$ cat src/rtl/ipi_dest_select.sv
module ipi_dest_select #(
  parameter int N = 8
) (
  input  logic                       clk,
  input  logic                       rst_n,
  input  logic                       cmd_valid,
  input  logic [31:0]                cmd_lo,
  input  logic [31:0]                cmd_hi,
  input  logic [$clog2(N)-1:0]       sender,
  input  logic [8*N-1:0]             unit_id,
  input  logic [8*N-1:0]             unit_lid,
  input  logic [32*N-1:0]            unit_fmt,
  input  logic [N-1:0]               unit_present,
  input  logic [N-1:0]               unit_enable,
  output logic                       dlv_valid,
  output logic [N-1:0]               dlv_mask,
  output logic [7:0]                 dlv_vector,
  output logic [2:0]                 dlv_mode,
  output logic [31:0]                held_lo,
  output logic [31:0]                held_hi
);
  localparam int IW = $clog2(N);
  localparam logic [2:0] MODE_LOWEST = 3'b001;

  logic [1:0] shorthand;
  logic       logical;
  logic [2:0] mode;
  logic [7:0] dest;
  logic       lowest;
  logic [N-1:0] hit, cand, pick;
  logic [IW-1:0] pick_idx, rr_last;
  logic found;

  assign shorthand = cmd_lo[19:18];
  assign logical   = cmd_lo[11];
  assign mode      = cmd_lo[10:8];
  assign dest      = cmd_hi[31:24];
  assign lowest    = (mode == MODE_LOWEST);

  genvar gi;
  generate
    for (gi = 0; gi < N; gi++) begin : g_unit
      logic [7:0] uid, lid;
      logic [3:0] fmt_top;
      logic phys_hit, flat_hit, clus_hit, log_hit, sel;
      assign uid      = unit_id[gi*8 +: 8];
      assign lid      = unit_lid[gi*8 +: 8];
      assign fmt_top  = unit_fmt[gi*32+28 +: 4];
      assign phys_hit = (dest == 8'hFF) || (dest == uid);
      assign flat_hit = |(lid & dest);
      assign clus_hit = (lid[7:4] == dest[7:4]) && |(lid[3:0] & dest[3:0]);
      assign log_hit  = (fmt_top == 4'hF) ? flat_hit :
                        (fmt_top == 4'h0) ? clus_hit : 1'b0;
      always_comb begin
        case (shorthand)
          2'd0:    sel = logical ? log_hit : phys_hit;
          2'd1:    sel = (sender == IW'(gi));
          2'd2:    sel = 1'b1;
          default: sel = (sender != IW'(gi));
        endcase
      end
      assign hit[gi] = sel & unit_present[gi];
    end
  endgenerate

  assign cand = hit & unit_enable;

  always_comb begin
    int j;
    pick     = '0;
    pick_idx = rr_last;
    found    = 1'b0;
    for (int k = 1; k <= N; k++) begin
      j = int'(rr_last) + k;
      if (j >= N) j = j - N;
      if (!found && cand[j]) begin
        found    = 1'b1;
        pick[j]  = 1'b1;
        pick_idx = IW'(j);
      end
    end
  end

  logic unused_bits;
  assign unused_bits = ^{cmd_hi[23:0]};

  always_ff @(posedge clk) begin
    if (!rst_n) begin
      dlv_valid  <= 1'b0;
      dlv_mask   <= '0;
      dlv_vector <= '0;
      dlv_mode   <= '0;
      held_lo    <= '0;
      held_hi    <= '0;
      rr_last    <= '0;
    end else begin
      dlv_valid <= cmd_valid;
      if (cmd_valid) begin
        dlv_mask   <= lowest ? pick : hit;
        dlv_vector <= cmd_lo[7:0];
        dlv_mode   <= mode;
        held_lo    <= cmd_lo & ~(32'h1 << 12);
        held_hi    <= {cmd_hi[31:24], 24'h0};
        if (lowest && found) rr_last <= pick_idx;
      end
    end
  end


  lowest_onehot_chk: assert property (@(posedge clk) disable iff (!rst_n)
    dlv_valid && dlv_mode == MODE_LOWEST |-> $onehot0(dlv_mask));


  self_only_chk: assert property (@(posedge clk) disable iff (!rst_n)
    cmd_valid && cmd_lo[19:18] == 2'd1 |=> $onehot0(dlv_mask));


  excl_sender_chk: assert property (@(posedge clk) disable iff (!rst_n)
    cmd_valid && cmd_lo[19:18] == 2'd3 |=> !dlv_mask[$past(sender)]);


  rr_hold_chk: assert property (@(posedge clk) disable iff (!rst_n)
    !(cmd_valid && cmd_lo[10:8] == MODE_LOWEST) |=> $stable(rr_last));


  valid_pulse_chk: assert property (@(posedge clk) disable iff (!rst_n)
    !cmd_valid |=> !dlv_valid);


  present_only_chk: assert property (@(posedge clk) disable iff (!rst_n)
    cmd_valid |=> (dlv_mask & ~$past(unit_present)) == '0);
endmodule

$ cat config.mk
export PLATFORM = sky130hd
export DESIGN_NAME = ipi_dest_select
export DESIGN_NICKNAME = d
export VERILOG_FILES = /design/src/rtl/ipi_dest_select.sv
export SDC_FILE = /design/constraint.sdc
export NUM_CORES = 1
export LEC_CHECK = 0
export BUFFER_PORTS_ARGS = -buffer_cell sky130_fd_sc_hd__buf_2
export CAP_MARGIN = 20
export CORE_AREA = 2 2 213 215
export DETAILED_ROUTE_END_ITERATION = 8
export DIE_AREA = 0 0 215 217
export PLACE_DENSITY = 0.46
export SKIP_LAST_GASP = 1
export SLEW_MARGIN = 40
export SYNTH_ARGS = -nofsm -noshare
export SYNTH_HDL_FRONTEND = slang
export SYNTH_SLANG_ARGS = --single-unit
$ cat constraint.sdc
create_clock -name clk -period 3.5 [get_ports clk]
set_input_delay 0.175 -clock clk [delete_from_list [all_inputs] [get_ports clk]]
set_output_delay 0.175 -clock clk [all_outputs]
set_load 0.02 [all_outputs]
==> results.txt <==
Setup slack after layout = -14.5 ps
Register area share after synthesis = 17.7%
Via count = 6884
Mapped cell area = 5780 µm²
Crit path DAT = 3710 ps
Final Non-Filler Cells = 1680
Die Y = 217 µm
# hold bufs at CTS = 0
Top delay family on crit path = compound AO/OA/AOI/OAI gates
FF-to-FF End = dlv_mask[1]
Peak supply drop = 294 µV
DRT Pass-1 Iters = 5
First-pass GRT wire length = 46000 µm
DR iter-0 viols = 331
DRT antenna net count = 0
# IOs = 554
Min-delay src = cmd_lo[13]
Pre-CTS WS = -580 ps
Slew Limit Fails = 0
Gr usage total = 13.5%
Initial core utilization = 12.9%
Failing checks = negative setup slack
RSZ-0062 raised after global routing = true
Syn avg cell area = 8.47 µm²
Worst EP required = 3700 ps
# rows = 78
Placed Cells = 1637
Min-Delay Endpoint = held_lo[13]
Ys Warns = 0
Slew margin rel. = 52.8%
Ys async rst share = 0%
Cell area after layout = 9400 µm²
Clk sink count = 51
Crit path kind = primary input to flip-flop
Cts bufs inserted = 5
Util after Layout = 21.0%
WHS Path Cells = 3
Max incr delay on CP = 500 ps
Synthesis-to-finish area growth = 62.6%
Critical path's slowest cell = or4_4
Number of synthesized flops with an enable pin = 0
GRT overflow = 0
Die Width = 215 µm
Reg2reg path depth = 13
Clk_lat worst skew = 300 ps
Fmax achieved = 285 MHz
Final min period = 3510 ps
Leak pwr = 4.16 nW
CP startpoint kind = primary input
Vias in the first global route = 7016
Final Wtd Congestion = 0.925
Initial antenna violation count = 10
Distinct cells, synth = 80
Die area = 46700 µm²
Power Density = 257 nW/µm²
Reg2reg start = rr_last[0]
Worst slew pin tran = 708 ps
Clk pin slew, worst setup/hold paths = 70 ps
Layout cells sized above 1 = 48.3%
Synth Register Bits = 51
DP HPWL = 28300 µm
Max Clock Skew = 2.33 ps
Area of the core = 44700 µm²
Status = finished, violations left
Worst Setup End Kind = flip-flop
CP Launch Point = cmd_hi[30]
Ys flop type = dfxtp_1
Ant. Diodes = 0
Via density = 4.10
Post-DP Area = 8520 µm²
HP Class = primary input to flip-flop
Most frequent cells in the layout = 275 x buf_2, 142 x buf_4, 62 x xnor2_1, 57 x nor2_1, 51 x dfxtp_1
Clock Root Buffer = clkbuf_16
CP Max Fanout = 5
CTS max path bufs = 2
Finish-stage setup viols = 1
Drt total wl = 32600 µm
Crit path buf inv count = 6
Reg2Reg Setup Slack = 200 ps
DRC = 0
Post-Syn Instances = 683
Port buffer count = 279
Wirelength per Cell = 19.4 µm
Fill count = 5056
CTS tree = yes
Final #Nets = 1590
Largest net degree at the start of global routing = 40
Max_cap viols = 0
CP Cell Sequence = buf_8, buf_12, ha_4, or4_4, o211ai_1, o211a_1, nand4b_1, buf_4, mux2i_4, mux4_2, buf_6, buf_6, nor4_4, buf_4, a31o_2, a221o_1, a211oi_2, o21ai_1
Htree depth = 2
Period utilization = 100%
Hold Violations, Final = 0
Most common cell after layout, fill and taps aside = buf_2
[metal layers]
metal  global-route usage (%)  up-vias  share of wire, %
li1                         -     3292                 -
met1                     16.0     3211                41
met2                     23.7      327                47
met3                     3.17       48               8.1
met4                     4.71        6               3.9
met5                        0        -              0.10
[where the power goes]
group | switching (mW) | internal, mW | total [mW]
combinational | 0.642 | 0.539 | 1.18
sequential | 0.0226 | 0.616 | 0.639
clock | 0.241 | 0.360 | 0.601
[sequential cells by signal (all words and copies together) (netlist names)]
register and flops:
dlv_vector 7, held_lo 22, dlv_valid 1, held_hi 8
dlv_mode 2, rr_last 3, dlv_mask 8
[worst min-delay path: stages]
cell and delay [ps]:
buf_2 80, mux2i_1 50, nor2_1 70
[what timing repair did]
item,CTS,global route
endpoints found under the setup margin,11,11
setup buffers,25,11
gates resized for setup,45,45
pin swaps,32,27
cloned,0,1
[Yosys cell counts (all sizes together), types with 12 or more instances]
cell type  count  area (µm²)
xnor2         62         543
a21oi         12        60.1
mux2i         48         480
nor4          19         149
o21ai         26         130
dfxtp         51        1020
nand3         21         110
xor2          15         131
ha            41         513
nor2          59         221
clkbuf        21        78.8
o211ai        13         108
inv           13        48.8
nand4         32         206
buf           57         442
or4           13        97.6
a22oi         14         115
nand2         42         165
[how the worst max path moves through the flow]
stage,to,slack (ps),cells past startpoint
global route,dlv_mask[7],-140,18
CTS,dlv_mask[7],-60,18
floorplan,dlv_mask[6],70,12
global placement,dlv_mask[6],-720,13
detailed placement,dlv_mask[7],-580,15
finish,dlv_mask[7],-10,18
[stage by stage]
step / power (mW) / TNS (ps) / hold slack [ps]
2_1_floorplan: 1.21 / 0 / 313
3_3_place_gp: 1.71 / -6730 / 410
3_5_place_dp: 1.71 / -5850 / 419
4_1_cts: 2.38 / -101 / 103
5_1_grt: 2.54 / -741 / 118
6_report: 2.42 / -14.5 / 111
[cell type report]
type | count | area, µm² | share of cell area [%]
multi-input combinational | 563 | 4600 | 49.0
timing repair buffer | 443 | 2790 | 29.7
sequential | 51 | 1020 | 10.9
tap | 600 | 751 | 7.99
clock buffer | 6 | 139 | 1.48
inverter | 15 | 56.3 | 0.599
clock inverter | 2 | 38.8 | 0.413
[kinds of logic (layout without fill, tap and decap cells)]
group | Yosys count | after routing | share of synthesized area [%]
AO/OA/AOI/OAI | 133 | 133 | 18.0
XOR/XNOR | 77 | 77 | 11.7
adder cells (fa/ha/maj) | 41 | 41 | 8.87
buffers and inverters | 93 | 466 | 9.98
flip-flops | 51 | 51 | 17.7
multiplexers | 58 | 58 | 11.9
other | 1 | 25 | 0.0649
AND/OR/NAND/NOR | 229 | 229 | 21.8
No activity file was read; power rests on OpenSTA's default activity.
